## src/rtl/pwr_wake_pkg.sv

```systemverilog
package pwr_wake_pkg;

  localparam int DATA_W   = 32;
  localparam int ADDR_W   = 8;
  localparam int REG_OFS  = 4;
  localparam int RD_WAIT  = 2;
  localparam int SYNC_LEN = 2;

  // Bit positions decoded by software
  localparam int BIT_WAKE = 0;
  localparam int BIT_STBY = 1;
  localparam int BIT_VMON = 2;
  localparam int BIT_EN   = 8;

  // Sticky flag indices inside the flag bank
  localparam int FLG_WAKE = 0;
  localparam int FLG_STBY = 1;
  localparam int NUM_FLG  = 2;

  typedef struct packed {
    logic pin_en;
    logic vmon;
    logic stby;
    logic wake;
  } csr_view_t;

endpackage

```

## src/rtl/pwr_wake_sync.sv

```systemverilog
module pwr_wake_sync #(
  parameter int STAGES = 2
) (
  input  logic clk,
  input  logic rst,
  input  logic async_in,
  output logic level,
  output logic rise
);
  localparam int LAST = STAGES - 1;

  logic [STAGES-1:0] chain_q;
  logic              prev_q;

  genvar g;
  generate
    for (g = 0; g < STAGES; g++) begin : g_stage
      if (g == 0) begin : g_first
        always_ff @(posedge clk) begin
          if (rst) chain_q[g] <= 1'b0;
          else     chain_q[g] <= async_in;
        end
      end else begin : g_next
        always_ff @(posedge clk) begin
          if (rst) chain_q[g] <= 1'b0;
          else     chain_q[g] <= chain_q[g-1];
        end
      end
    end
  endgenerate

  always_ff @(posedge clk) begin
    if (rst) prev_q <= 1'b0;
    else     prev_q <= chain_q[LAST];
  end

  assign level = chain_q[LAST];
  assign rise  = chain_q[LAST] & ~prev_q;

endmodule

```

## src/rtl/pwr_wake_flag.sv

```systemverilog
module pwr_wake_flag #(
  parameter int N = 2
) (
  input  logic         clk,
  input  logic         rst,
  input  logic [N-1:0] set_i,
  input  logic [N-1:0] clr_i,
  output logic [N-1:0] flag_o
);
  genvar g;
  generate
    for (g = 0; g < N; g++) begin : g_flag
      logic f_q;
      always_ff @(posedge clk) begin
        if (rst)           f_q <= 1'b0;
        else if (set_i[g]) f_q <= 1'b1;   // set has priority over clear
        else if (clr_i[g]) f_q <= 1'b0;
      end
      assign flag_o[g] = f_q;
    end
  endgenerate

endmodule

```

## src/rtl/pwr_wake_bus.sv

```systemverilog
module pwr_wake_bus #(
  parameter int ADDR_W  = 8,
  parameter int DATA_W  = 32,
  parameter int REG_OFS = 4,
  parameter int RD_WAIT = 2
) (
  input  logic              clk,
  input  logic              rst,
  input  logic              psel,
  input  logic              penable,
  input  logic              pwrite,
  input  logic [ADDR_W-1:0] paddr,
  input  logic [DATA_W-1:0] word_i,
  output logic [DATA_W-1:0] prdata,
  output logic              pready,
  output logic              wr_hit
);
  localparam int CNT_W = $clog2(RD_WAIT + 2);
  localparam logic [CNT_W-1:0]  WAIT_LIM = CNT_W'(RD_WAIT);
  localparam logic [ADDR_W-1:0] OFS      = ADDR_W'(REG_OFS);

  logic             hit;
  logic             rd_hit;
  logic             waiting;
  logic [CNT_W-1:0] cnt_q;

  assign hit     = (paddr == OFS);
  assign rd_hit  = psel & penable & ~pwrite & hit;
  assign waiting = rd_hit & (cnt_q != WAIT_LIM);
  assign wr_hit  = psel & penable & pwrite & hit;
  assign pready  = ~waiting;

  always_ff @(posedge clk) begin
    if (rst)          cnt_q <= '0;
    else if (waiting) cnt_q <= cnt_q + 1'b1;
    else              cnt_q <= '0;
  end

  always_comb begin
    prdata = '0;
    if (rd_hit && !waiting) prdata = word_i;
  end

endmodule

```

## src/rtl/pwr_wake_csr.sv

```systemverilog
module pwr_wake_csr
  import pwr_wake_pkg::*;
#(
  parameter int P_ADDR_W  = ADDR_W,
  parameter int P_DATA_W  = DATA_W,
  parameter int P_REG_OFS = REG_OFS,
  parameter int P_RD_WAIT = RD_WAIT,
  parameter int P_SYNC    = SYNC_LEN
) (
  input  logic                clk,
  input  logic                por_rst,
  input  logic                sys_rst,
  input  logic                psel,
  input  logic                penable,
  input  logic                pwrite,
  input  logic [P_ADDR_W-1:0] paddr,
  input  logic [P_DATA_W-1:0] pwdata,
  output logic [P_DATA_W-1:0] prdata,
  output logic                pready,
  input  logic                wake_pin,
  input  logic                rtc_alarm,
  input  logic                stby_exit,
  input  logic                vmon_en,
  input  logic                vmon_cmp,
  input  logic                clr_wake,
  input  logic                clr_stby,
  output logic                wake_pin_en
);
  logic               any_rst;
  logic               en_q;
  logic               vmon_q;
  logic               pin_lvl;
  logic               pin_rise;
  logic               wr_hit;
  logic               en_rise_wr;
  logic [NUM_FLG-1:0] flg_set;
  logic [NUM_FLG-1:0] flg_clr;
  logic [NUM_FLG-1:0] flag_q;
  csr_view_t          view;
  logic [P_DATA_W-1:0] word;

  assign any_rst = por_rst | sys_rst;

  pwr_wake_sync #(.STAGES(P_SYNC)) u_sync (
    .clk      (clk),
    .rst      (por_rst),
    .async_in (wake_pin),
    .level    (pin_lvl),
    .rise     (pin_rise)
  );

  pwr_wake_bus #(
    .ADDR_W  (P_ADDR_W),
    .DATA_W  (P_DATA_W),
    .REG_OFS (P_REG_OFS),
    .RD_WAIT (P_RD_WAIT)
  ) u_bus (
    .clk     (clk),
    .rst     (any_rst),
    .psel    (psel),
    .penable (penable),
    .pwrite  (pwrite),
    .paddr   (paddr),
    .word_i  (word),
    .prdata  (prdata),
    .pready  (pready),
    .wr_hit  (wr_hit)
  );

  // Pin enable: cleared by either reset
  always_ff @(posedge clk) begin
    if (any_rst)     en_q <= 1'b0;
    else if (wr_hit) en_q <= pwdata[BIT_EN];
  end

  // Monitor output sample, forced low while monitor disabled
  always_ff @(posedge clk) begin
    if (any_rst) vmon_q <= 1'b0;
    else         vmon_q <= vmon_en & vmon_cmp;
  end

  // Old/new comparison of the enable in the write cycle
  assign en_rise_wr = wr_hit & pwdata[BIT_EN] & ~en_q;

  assign flg_set[FLG_WAKE] = (en_q & pin_rise) | (en_rise_wr & pin_lvl) | rtc_alarm;
  assign flg_set[FLG_STBY] = stby_exit;
  assign flg_clr[FLG_WAKE] = clr_wake;
  assign flg_clr[FLG_STBY] = clr_stby;

  pwr_wake_flag #(.N(NUM_FLG)) u_flags (
    .clk    (clk),
    .rst    (por_rst),
    .set_i  (flg_set),
    .clr_i  (flg_clr),
    .flag_o (flag_q)
  );

  assign view.pin_en = en_q;
  assign view.vmon   = vmon_q;
  assign view.stby   = flag_q[FLG_STBY];
  assign view.wake   = flag_q[FLG_WAKE];

  always_comb begin
    word           = '0;
    word[BIT_EN]   = view.pin_en;
    word[BIT_VMON] = view.vmon;
    word[BIT_STBY] = view.stby;
    word[BIT_WAKE] = view.wake;
  end

  assign wake_pin_en = en_q;

endmodule

```

## config.mk

```make
export PLATFORM = sky130hd
export DESIGN_NAME = pwr_wake_csr
export DESIGN_NICKNAME = d
export VERILOG_FILES = /design/src/rtl/pwr_wake_pkg.sv /design/src/rtl/pwr_wake_sync.sv /design/src/rtl/pwr_wake_flag.sv /design/src/rtl/pwr_wake_bus.sv /design/src/rtl/pwr_wake_csr.sv
export SDC_FILE = /design/constraint.sdc
export NUM_CORES = 1
export LEC_CHECK = 0
export BUFFER_PORTS_ARGS = -buffer_cell sky130_fd_sc_hd__clkbuf_2
export CAP_MARGIN = 15
export CORE_UTILIZATION = 33
export DETAILED_ROUTE_END_ITERATION = 10
export HOLD_SLACK_MARGIN = 0.12
export PLACE_DENSITY_LB_ADDON = 0.05
export SETUP_SLACK_MARGIN = 0.5
export SLEW_MARGIN = 0
export SYNTH_ARGS = -nofsm -noshare
export SYNTH_HDL_FRONTEND = slang
export SYNTH_SLANG_ARGS = --single-unit
```

## constraint.sdc

```tcl
create_clock -name clk -period 1.65 [get_ports clk]
set_input_delay 0.2475 -clock clk [delete_from_list [all_inputs] [get_ports clk]]
set_output_delay 0.2475 -clock clk [all_outputs]
set_load 0.02 [all_outputs]
```

Word-level counts from Yosys, hierarchy flattened
Index checks and enable logic that the tools add are counted.
W data, S select, Z words.
{ "totals": {"wordCells": 40, "register_bits": 9, "in_bits": 53, "out_inout_bits": 34} }
{ "op_classes": {"bitwise": 19, "muxes": 5, "n_reduce_logical": 5, "addsub": 1, "eq_ne": 2} }
{ "op_table": {"columns": ["cell", "n"], "rows": [
  ["$and A1 B1 Y1", 12],
  ["$mux W9", 1],
  ["$eq A8 B3 Y1 const B", 1],
  ["$mux W1", 4],
  ["$not A1 Y1", 4],
  ["$reduce_bool A2 Y1", 2],
  ["$or A1 B1 Y1", 3],
  ["$add A2 B1 Y2 const B", 1],
  ["$ne A2 B2 Y1 const B", 1],
  ["$reduce_or A2 Y1", 1],
  ["$logic_and A1 B1 Y1", 1],
  ["$logic_not A1 Y1", 1]
]} }

Logic depth before layout (Yosys ltp)
Gate-level depths: netlist of the first run.
{ "depth": {"depth_word": 9, "depth_mapped": 4} }

By module
Synthesis of the first run repeated with hierarchy kept, for this count alone.
{ "unflattened": {"cells_unflattened": 131, "hier_area_um2": 992.2} }
{ "by_module_without_submodules": {"columns": ["mod", "area_per_inst_um2", "n_inst", "cells_each"], "rows": [
  ["pwr_wake_bus", 730.7, 1, 103],
  ["pwr_wake_csr", 88.8, 1, 11],
  ["pwr_wake_sync", 87.6, 1, 7],
  ["pwr_wake_flag", 85.1, 1, 10]
]} }

Least setup slack after synthesis of the first run
OpenSTA, ideal clock, no wires.
{ "synth_path": {"kind": "input port to output port", "from": "input port paddr[1]", "to": "output port prdata[0]", "arrival_ns": 1.237, "required_time_ns": 1.402, "cell_stages": 3, "path_slack_ns": 0.166, "path_cell_list": "nor4b_4 nand4b_4 nor3_1"} }
{ "synth_via": {"elab_chain_cells": 6} }
{ "synth_lines": {"columns": ["element", "line", "rtl"], "rows": [
  ["start, declared", "pwr_wake_csr.sv:16", "input logic [P_ADDR_W-1:0] paddr,"],
  ["$eq A8 B3 Y1 (*)", "pwr_wake_bus.sv:27", "assign hit = (paddr == OFS);"],
  ["$and A1 B1 Y1 (*)", "pwr_wake_bus.sv:28", "assign rd_hit = psel & penable & ~pwrite & hit;"],
  ["$and A1 B1 Y1", "pwr_wake_bus.sv:29", "assign waiting = rd_hit & (cnt_q != WAIT_LIM);"],
  ["$logic_not A1 Y1", "pwr_wake_bus.sv:41", "if (rd_hit && !waiting) prdata = word_i;"],
  ["$logic_and A1 B1 Y1 (*)", "pwr_wake_bus.sv:41", null],
  ["$mux W9 (*)", "pwr_wake_bus.sv:41", null],
  ["end, declared", "pwr_wake_csr.sv:18", "output logic [P_DATA_W-1:0] prdata,"]
]} }
Mark *: on every way between the ends. The rest lies on a longest branch, timed or not.

Worst setup path in the final report of the first run
{ "layout_path": {"from": "register u_bus.cnt_q[0]", "to": "output port prdata[1]"} }
{ "layout_via": {"elab_chain_cells": 5} }
{ "layout_lines": {"columns": ["element", "line", "rtl"], "rows": [
  ["start, declared", "pwr_wake_bus.sv:25", "logic [CNT_W-1:0] cnt_q;"],
  ["start signal, assigned", "pwr_wake_bus.sv:35", "else if (waiting) cnt_q <= cnt_q + 1'b1;"],
  ["$ne A2 B2 Y1", "pwr_wake_bus.sv:29", null],
  ["$and A1 B1 Y1", "pwr_wake_bus.sv:29", null],
  ["$logic_not A1 Y1", "pwr_wake_bus.sv:41", null],
  ["$logic_and A1 B1 Y1", "pwr_wake_bus.sv:41", null],
  ["$mux W9", "pwr_wake_bus.sv:41", null]
]} }
Every way passes these cells.

==> impl_summary.md, run 1 <==
Global route
The initial antenna violation count is 0. The first global-routing pass estimated about 1900 um of wire. The leftover overflow at the end of global routing is 0.

For this run, the total global-route usage over all layers was measured as around an eighth. Entering global routing, the biggest net connects 8 pins. The via count of the first global-routing pass is 481.

Logic synthesis
The most used flip-flop cell after synthesis is sky130_fd_sc_hd__dfxtp_1. The synthesis-stage register bit count is 9. Averaged over all synthesized cells, the footprint is 8.438 um^2.

The Yosys step of the flow raised 0 warnings. Summed over all instances, the cell type with the most area after synthesis is sky130_fd_sc_hd__buf_4. Summing the sequential cell areas from Yosys gives approximately 27% of the chip area.

After synthesis the cells add up to about 660 um^2. The share of synthesized area in the top cell type comes to a little under a third. sky130_fd_sc_hd__buf_4 is the most common cell in the netlist. The share of flip-flops with an asynchronous set or reset is 0%. The commonest cells after synthesis are sky130_fd_sc_hd__buf_4, sky130_fd_sc_hd__dfxtp_1, sky130_fd_sc_hd__inv_1. Yosys attributes the largest share of cell area to sky130_fd_sc_hd__buf_4, sky130_fd_sc_hd__dfxtp_1, sky130_fd_sc_hd__inv_1. The synthesized instance count is 78. The distinct cell type count after synthesis is 22. The count of flip-flops with a built-in enable after synthesis is 0.

Job
The number of maximum-capacitance violations is 0.

Floorplan
The starting density of the core is roughly 37%. In this run the horizontal extent of the chip is roughly 47 um. The die covers between 2000 and 2500 um^2. The die is between 40 and 50 um tall. The site row count is 15.

between 80 and 90 I/O pins were placed. The total area inside the core boundary comes to 1802 um^2.

STA
Clock skew on the completed layout was measured at roughly 0.15 ps. The post-route setup TNS is 0 ps. The final hold violation count came to 0. Setup repair after global routing could not meet its margin everywhere. Setup violations remaining at the end of the flow were counted as 0.

Subtracting the final worst setup slack from the clock period gives ~1600 ps. The number of max-slew violations in the final report came to 0. The part of the cycle the worst path needs is a little over nine tenths. The achievable frequency is about 630 MHz.

Layout
The area added between synthesis and finish is 43.16%. The antenna diode count is 0. The number of nets in the layout is 170. The share of final-layout standard cells stronger than drive strength 1 is 46.09%.

The post-layout instance count excluding filler cells is 140. The fill cell instance count of the final layout is ~190.

CTS
TritonCTS built the clock tree. The TritonCTS buffer count is 3. The post-CTS clock slew at the launch and capture registers of the worst setup and hold paths is about 70 ps. The later pin in the worst-skew pair is clocked with a latency of 260 ps. The number of sinks handled by clock tree synthesis is 9. The root buffer selected by CTS is sky130_fd_sc_hd__clkbuf_4. The deepest level of the CTS H-tree is 1. The count of hold-fix buffers inserted at cts is 0. The deepest clock path buffer count is 2.

Run status
The run finished with clean final reports.

Route
The length of the first detailed-routing pass in iterations is 2. The number of nets with antenna violations after routing is 0. In the final routed layout, each cell accounts on average for ~8.1 um. For this block, the routed nets add up to 1139 um of wire. For this run, design rule violations remaining after detail routing come to 0. The routed via count is roughly 550.

The count of routing violations after the opening detailed-route iteration is 5. After detailed routing, the number of vias per cell comes to ~4.0.

Setup path
The worst setup path is captured at a primary output. The register-to-register setup slack is 590 ps. The slowest stage of the critical path belongs to the cell sky130_fd_sc_hd__dfxtp_2. The worst setup path is launched from a flop. The signal on the critical path passes through inv_2, ha_4, clkinvlp_4, buf_4, nor3_4, clkbuf_8. The start of the worst register-to-register path is u_bus.cnt_q[0].

In this run the number of cells on the critical path is 6. The type of the setup path with the least slack is flop to primary output. The peak per-stage delay on the critical path is between 300 and 400 ps. The last element of the critical path is prdata[1]. The number of buffers and inverters on the critical path is 4. The kind of cell with the highest combined delay along the critical path is buffers and inverters.

The worst setup path startpoint is u_bus.cnt_q[0]. The required time at the worst-slack endpoint is approximately 1400 ps. Along the worst path, the maximum fanout reaches 2.

The number of cells on the worst reg-to-reg path is 4. The endpoint of the worst register-to-register path is u_bus.cnt_q[0]. The worst path arrival time is approximately 1300 ps.

Place
The count of buffers added on input and output ports is 27. Including well taps, the total number of placed cells is 130. The placed wire-length estimate after detailed placement is 889.8 um. The final weighted congestion of routability-driven global placement is just over 0.7.

Min path
The min-delay analysis places its worst path in the category input port to flop.

Pwr
The static leakage is between 0.5 and 0.6 nW. The worst-case IR drop observed on VDD is between 0.5 and 0.6 mV. The total power per unit cell area is ~540 nW/um^2.
## layer usage
metal,global-route usage (%),share of wire (%),vias up
met5,0,0,-
met1,13.48,41,249
met4,0,0,0
met2,22.22,51,31
met3,5.882,7.6,0
li1,-,-,274
## area by class of cell
class | count | area, um^2 | share of cell area [%]
Clock inverter | 1 | 5.005 | 0.5312
Sequential cell | 9 | 182.7 | 19.39
Tap cell | 25 | 31.28 | 3.320
Timing Repair Buffer | 34 | 247.7 | 26.29
Clock buffer | 3 | 22.52 | 2.390
Inverter | 8 | 33.78 | 3.586
Multi-Input combinational cell | 60 | 419.2 | 44.49
## layout by cell type (no fill, tap or decap), types with 3 or more instances in the layout
cell                       Yosys  final
sky130_fd_sc_hd__buf_4        28      5
sky130_fd_sc_hd__buf_6         0      3
sky130_fd_sc_hd__clkbuf_2      0     21
sky130_fd_sc_hd__clkbuf_4      0      3
sky130_fd_sc_hd__clkbuf_8      0      3
sky130_fd_sc_hd__conb_1        1     28
sky130_fd_sc_hd__dfxtp_1       9      7
sky130_fd_sc_hd__inv_1         8      6
sky130_fd_sc_hd__nand2_1       3      3
sky130_fd_sc_hd__nor2_1        3      3
sky130_fd_sc_hd__nor2b_1       3      3
sky130_fd_sc_hd__nor3_4        0      4
## registers in the layout, summed over array words and instances (netlist names)
| register | count |
|---|---|
| u_bus.cnt_q | 2 |
| u_flags.g_flag.f_q | 2 |
| u_sync.chain_q | 1 |
| u_sync.level | 1 |
| u_sync.prev_q | 1 |
| vmon_q | 1 |
| wake_pin_en | 1 |
## where the power goes
part           total (mW)  leakage (nW)  switching [mW]  internal (mW)
registers           0.226        0.0746         0.00270          0.224
clock network       0.166        0.0177          0.0766         0.0892
logic               0.114         0.435          0.0815         0.0329
## cells by family after synthesis
group	after synthesis	synth area share (%)
buf+inv	36	36.50
simple gates	26	27.95
flops	9	27.38
compound gates	4	4.183
mux	1	1.521
fa+ha+maj	1	1.901
other cells	1	0.5698
## worst min-delay path, stage by stage
cell                       delay (ps)
sky130_fd_sc_hd__clkbuf_2          70
sky130_fd_sc_hd__a21oi_1           30
sky130_fd_sc_hd__nor2_1            70
## worst min-delay path by stage
stage	depth (start not counted)	endpoint	from	slack, ps
after detailed placement	1	u_bus.cnt_q[0]	u_bus.cnt_q[0]	410
after floorplan	1	u_sync.chain_q[0]	por_rst	320
final	3	u_flags.g_flag[1].f_q	stby_exit	200
after global placement	1	u_bus.cnt_q[0]	u_bus.cnt_q[0]	410
after global routing	2	u_sync.chain_q[0]	wake_pin	210
after CTS	3	u_flags.g_flag[1].f_q	stby_exit	180
## timing repair
item	in CTS	in global routing
endpoints found under the setup margin	5	7
resized for setup	16	8
pin swaps	4	3
cloned	0	0
buffers inserted	4	2
## through the flow
stage | power (mW) | worst slack [ps] | hold slack, ps | utilization (%) | cell area (um^2)
6_report | 0.5066 | 72.71 | 196.5 | 52.29 | 942.2
5_1_grt | 0.5424 | 8.732 | 210.1 | 52.29 | 942.2
4_1_cts | 0.5155 | 36.89 | 183.0 | 49.58 | 893.4
3_5_place_dp | 0.3430 | 80.54 | 411.2 | 43.06 | 775.7
3_3_place_gp | 0.3421 | 89.97 | 407.4 | 43.06 | 775.7
2_1_floorplan | 0.3597 | 315.1 | 319.1 | - | 812.0
(Power assumes the default switching activity.)
==> inputs of run 2 (changes only) <==
--- a/config.mk
+++ b/config.mk
@@ -11,8 +11,8 @@
 export DETAILED_ROUTE_END_ITERATION = 10
 export HOLD_SLACK_MARGIN = 0.12
 export PLACE_DENSITY_LB_ADDON = 0.05
+export RECOVER_POWER = 100
 export SETUP_SLACK_MARGIN = 0.5
-export SLEW_MARGIN = 0
 export SYNTH_ARGS = -nofsm -noshare
 export SYNTH_HDL_FRONTEND = slang
 export SYNTH_SLANG_ARGS = --single-unit
==> run 2 against run 1 <==
Compared with the run above: routed wire length hardly changed; highest routed layer unchanged; maximum frequency is 0.36% lower; critical path depth stayed put; clock power hardly changed; critical path type unchanged.
==> impl_summary.md, run 2 (same netlist as run 1, synthesis figures left out) <==
Run status
The flow ran to the end, and the final reports show no timing, DRC or antenna violations.

Pwr
The internal cell power is ~0.34 mW. The register share of total power is roughly 45%. The clock share of power is around 33%.

In this run the static leakage power is 0.4927 nW. The switching share of total power is between 30% and 40%. The worst voltage drop across the vdd grid is 0.5187 mV. The switching power total is approximately 0.16 mW. The combinational fraction of design power is 22.3%. In this run the power density over the cells is ~560 nW/um^2.

Global route
The via count of the first global-routing pass is between 400 and 500. Entering global routing, the biggest net connects 8 pins. For this run the aggregate overflow at the end of global routing stands at 0.

The first global-routing pass estimated roughly 1900 um of wire. The initial antenna violation count is 0. The global-route usage over all layers is 12.18%.

Layout
The share of final-layout standard cells stronger than drive strength 1 is between 40% and 50%. The post-layout instance count excluding filler cells is 140. Leaving out fill and tap cells, the most frequent cell in the layout is sky130_fd_sc_hd__conb_1. The largest registers in the layout are u_bus.cnt_q: 2 flops, u_flags.g_flag.f_q: 2 flops. The top cell types in the final layout, fill and taps aside, are sky130_fd_sc_hd__conb_1, sky130_fd_sc_hd__clkbuf_2, sky130_fd_sc_hd__dfxtp_1. From synthesis to final layout, the design area changed by 36.31%. After routing the design area is between 800 and 900 um^2. The antenna diode count is 0. After the last flow step, the layout net total stands at 170.

STA
Setup violations remaining at the end of the flow were counted as 0. The final hold violation count is 0. The number of max-slew violations in the final report is 0.

Setup repair after global routing could not meet its margin everywhere. Based on the critical path, the design can be clocked at up to 631.7 MHz. Setup slack on the critical path of the routed design comes to about 67 ps. The part of the cycle the worst path needs is 95.94%. Hold is met by between 150 and 200 ps.

The post-route setup TNS is 0 ps. For the finished layout, the period the worst path requires is 1583 ps. The clock arrives with 0.1514 ps of skew.

Route
The first detailed-routing pass ran for 2 iterations. The total wire length after detailed routing is roughly 1100 um. In the routed design, unresolved DRC markers number 0. The average wire per standard cell is roughly 8 um. The number of vias per cell after detailed routing is 3.950. The routed via count is 553. The detailed router finished its first iteration with 6 violations.

The number of nets with antenna violations after routing is 0.

CTS
The clock passes through at most 2 buffers. The clock latency of the later-clocked register in the worst-skew pair is 260 ps. The deepest level of the CTS H-tree is 1.

The clock drives 9 sinks. Clock tree synthesis selected as its root buffer the cell sky130_fd_sc_hd__clkbuf_4. The clock tree from TritonCTS is built. Buffers inserted during clock tree synthesis total 3.

After clock tree synthesis, the clock-pin slew on the worst setup and hold paths is 70 ps.

Floorplan
The die height is 46.66 um. The floorplan step set the die width to ~47 um. The floorplan has 15 rows. The region available for standard cell placement spans roughly 1800 um^2. For this design the top-level I/O count stands at 87. The initial utilization of the core area, before any placement, comes to between 30 and 40%.

The die covers 2177 um^2.

Place
Before CTS, the worst setup slack after placement is around 80 ps. The congestion estimate from routability-driven global placement came to around 0.71. The HPWL after detailed placement is approximately 890 um. The area after detailed placement is between 700 and 800 um^2.

Port buffering added 27 buffers. The post-placement cell count is 130.

Setup path
The largest fanout on the critical path is 2. For the worst setup path, the data required time is around 1400 ps. The element type at the critical path start is a flop. STA puts the critical path data arrival time at ~1300 ps. STA classifies the critical path endpoint as a primary output. The type of the setup path with the least slack is flop to primary output.

Job
The number of maximum-capacitance violations is 0.

Min path
The min-delay analysis places its worst path in the category input port to flop.
## run 2: area by class of cell
cell class / count / area [um^2]
clock inverter: 1 / 5.005
timing repair buffer: 34 / 219.0
tap: 25 / 31.28
inverter: 8 / 33.78
clock buffer: 3 / 22.52
fill: 199 / 904.6
multi-input combinational: 60 / 402.9
sequential: 9 / 182.7
## run 2: repair_timing
action | 4_1_cts | 5_1_grt
pin swaps | 4 | 3
gates cloned | 0 | 0
hold buffers | 0 | 0
setup endpoints to repair | 5 | 7
buffers inserted | 4 | 2
hold endpoints to repair | 0 | 0
resized for setup | 16 | 8
## run 2: worst paths after layout
check | slack, ps | depth (start not counted) | from | endpoint
setup reg to reg | 590 | 4 | u_bus.cnt_q[0] | u_bus.cnt_q[0]
hold reg to reg | 430 | 1 | u_bus.cnt_q[0] | u_bus.cnt_q[0]
setup / recovery | 70 | 6 | u_bus.cnt_q[0] | prdata[1]
hold / removal | 190 | 3 | stby_exit | u_flags.g_flag[1].f_q
## run 2: power groups by stage
stage	clock (mW)	combinational (mW)	sequential, mW
6_report	0.166	0.112	0.226
2_1_floorplan	0	0.129	0.231
3_5_place_dp	0	0.111	0.232
5_1_grt	0.187	0.127	0.227
4_1_cts	0.177	0.112	0.226
3_3_place_gp	0	0.111	0.231
## run 2: metal layers
layer | global-route usage [%] | part of all wire, % | up-vias
met4 | 0 | 0 | 0
met5 | 0 | 0 | -
met3 | 5.882 | 7.6 | 0
li1 | - | - | 273
met2 | 22.22 | 51 | 31
met1 | 13.48 | 41 | 249
## run 2: per-stage QoR
step	total power, mW	util [%]
after floorplan	0.3597	-
after global placement	0.3421	43.06
after detailed placement	0.3430	43.06
after CTS	0.5155	49.58
after global routing	0.5405	49.79
final	0.5046	49.79
## run 2: critical path, stage by stage, from the launching register on
cell	delay [ps]
sky130_fd_sc_hd__dfxtp_2	320
sky130_fd_sc_hd__inv_2	60
sky130_fd_sc_hd__ha_4	140
sky130_fd_sc_hd__clkinvlp_4	80
sky130_fd_sc_hd__buf_4	140
sky130_fd_sc_hd__nor3_4	160
sky130_fd_sc_hd__clkbuf_2	180
==> inputs of run 3 (changes only) <==
--- a/config.mk
+++ b/config.mk
@@ -9,8 +9,8 @@
 export CAP_MARGIN = 15
 export CORE_UTILIZATION = 33
 export DETAILED_ROUTE_END_ITERATION = 10
-export HOLD_SLACK_MARGIN = 0.12
-export PLACE_DENSITY_LB_ADDON = 0.05
+export HOLD_SLACK_MARGIN = 0.03
+export PLACE_DENSITY = 0.84
 export RECOVER_POWER = 100
 export SETUP_SLACK_MARGIN = 0.5
 export SYNTH_ARGS = -nofsm -noshare
==> run 3 against run 2 <==
Compared with the run above: power is 0.21% higher; global-route usage is 0.080 points higher; critical path depth is 1 lower; routed wire length is 3.6% lower; hold slack better by 8.0 ps; clock power hardly changed; count of clock-buffer cells in the layout is 1 higher; critical path type unchanged; utilization is 0.49 points higher; setup slack worse by 16 ps.
==> impl_summary.md, run 3 (same netlist as run 1, synthesis figures left out) <==
Global route
The via count of the first global-routing pass is about 440. The initial antenna violation count is 0. Entering global routing, the biggest net connects 8 pins. The leftover overflow at the end of global routing is 0.

The wire length of the first global-routing pass is ~1800 um. The global-route usage over all layers is 12.26%.

Job
The number of maximum-capacitance violations is 0.

STA
The routed design could run at a clock period as short as approximately 1600 ps. The achievable frequency is about 630 MHz. The number of max-slew violations in the final report is 0. The final hold violation count was 0. The maximum clock skew at final layout is approximately 4.9 ps. After layout, the worst setup slack is 50.54 ps. Setup repair after global routing could not meet its margin everywhere. The setup-violating endpoint count in the final report is 0. The post-route setup TNS is 0 ps. The part of the cycle the worst path needs is between 90% and 100%.

CTS
The count of hold-fix buffers inserted at cts is 0. In this run the number of H-tree levels came out at 1. The post-CTS clock slew at the launch and capture registers of the worst setup and hold paths is ~60 ps.

The tree built by TritonCTS fans out to 9 sinks. TritonCTS built the clock tree. At the later pin of the worst-skew pair, clock insertion delay measures 260 ps. The deepest clock path buffer count is 2. Buffers inserted during clock tree synthesis total 3.

The root buffer selected by CTS is sky130_fd_sc_hd__clkbuf_4.

Layout
The number of nets in the layout is between 150 and 200. The largest registers in the layout are u_bus.cnt_q: 2 flops, u_flags.g_flag.f_q: 2 flops. The area added between synthesis and finish is 37.64%. Measured on the finished design, the core utilization comes to between 50% and 60%.

The library cell used most frequently in the layout, excluding fill and tap cells, is sky130_fd_sc_hd__conb_1. The antenna diode count is 0. The share of final-layout standard cells stronger than drive strength 1 is between 40% and 50%. In the layout the commonest cells are sky130_fd_sc_hd__conb_1, sky130_fd_sc_hd__clkbuf_2, sky130_fd_sc_hd__dfxtp_1.

Setup path
The number of buffer and inverter instances along the worst setup path is 3. For the worst setup path, the data required time is 1400 ps. STA puts the critical path data arrival time at 1350 ps. Of all nets on the critical path, the largest fanout is 5.

The largest single stage delay on the critical path is between 300 and 400 ps. The master of the slowest instance on the critical path is sky130_fd_sc_hd__dfxtp_2. The worst setup path is launched from a flop. The largest delay contributor family on the critical path is buffers and inverters. Setup slack on the worst reg-to-reg path comes out at ~670 ps. The type of the setup path with the least slack is flop to primary output.

Walking the worst path, the cells encountered are inv_2, ha_4, clkinvlp_4, nor3_4, clkbuf_8. The endpoint class of the critical path is a primary output.

Pwr
Combinational logic burns 22.8% of the power. The total power per unit cell area is roughly 560 nW/um^2. Net switching is just over 30% of the power. The register share of total power is approximately 45%. The clock share of power is roughly a third. In this run the static leakage power is 0.5118 nW. The switching power total is 0.1544 mW. The worst voltage drop across the vdd grid is between 0.3 and 0.4 mV. The internal cell power is 0.3513 mW.

Route
Dividing the detail-routed wire length by the instance count gives between 7 and 8 um. Summing over every cut layer, the via total after detailed routing is around 550. The length of the first detailed-routing pass in iterations is 3. In the routed design, unresolved DRC markers number 0.

The count of routing violations after the opening detailed-route iteration is 3. The number of nets with antenna violations after routing is 0. Summed over all layers, the routed wires come to 1097 um. The number of vias per cell after detailed routing is around 4.0.

Run status
The run finished with clean final reports.

Place
Routability-driven placement finished with a final weighted congestion of between 0.6 and 0.7. The placed wire-length estimate after detailed placement is approximately 940 um. The number of port buffers is 27. Timing analysis after detailed placement gives a worst setup slack of around 37 ps.

Floorplan
From bottom edge to top edge, the die measures around 47 um. The I/O pin count is just under 90. From left edge to right edge, the die measures between 40 and 50 um. The site row count is 15. Once the floorplan was initialized, standard cells occupied approximately 37% of the core. The die covers roughly 2200 um^2. The area of the placeable core is ~1800 um^2.

Min path
The type of the tightest min-delay check is input port to flop.
[run 3: power groups by stage]
stage	registers, mW	logic [mW]	clock network (mW)
global placement	0.231	0.108	0
finish	0.226	0.116	0.164
detailed placement	0.231	0.111	0
floorplan	0.231	0.129	0
CTS	0.226	0.112	0.176
global route	0.227	0.128	0.194
[run 3: metal layers]
metal / vias up / part of all wire (%) / track usage, %
li1: 274 / - / -
met1: 242 / 37 / 13.71
met2: 31 / 53 / 19.44
met3: 0 / 9.8 / 8.627
met4: 0 / 0 / 1.714
met5: - / 0 / 0
[run 3: final cells by class]
class	count	area (um^2)
Clock buffer	4	26.28
Fill cell	183	895.9
Inverter	8	33.78
Multi-Input combinational cell	60	404.1
Sequential cell	9	182.7
Tap cell	25	31.28
Timing Repair Buffer	32	227.7
[run 3: stage by stage]
stage	power [mW]	hold WS, ps	cell area [um^2]	cells
floorplan	0.3597	319.1	812.0	105
global placement	0.3395	403.2	768.2	129
detailed placement	0.3419	410.7	768.2	129
CTS	0.5146	191.6	872.1	135
global route	0.5489	206.8	905.9	138
finish	0.5057	202.3	905.9	138
[run 3: final timing paths]
kind,from,to,depth (start not counted)
max,u_bus.cnt_q[0],prdata[1],5
min reg2reg,u_bus.cnt_q[0],u_bus.cnt_q[0],1
max reg2reg,u_bus.cnt_q[0],u_bus.cnt_q[0],4
min,stby_exit,u_flags.g_flag[1].f_q,3
[run 3: worst register-to-register path, cell delays in order, from the launching register on]
cell and delay [ps]:
sky130_fd_sc_hd__dfxtp_2 330, sky130_fd_sc_hd__inv_2 40, sky130_fd_sc_hd__ha_4 160, sky130_fd_sc_hd__buf_4 130
sky130_fd_sc_hd__nor4_1 230
[run 3: repair_timing]
item,in CTS,in global routing
resized for setup,14,3
hold endpoints to repair,0,0
endpoints found under the setup margin,5,7
pin swaps,6,4
setup buffers,2,3
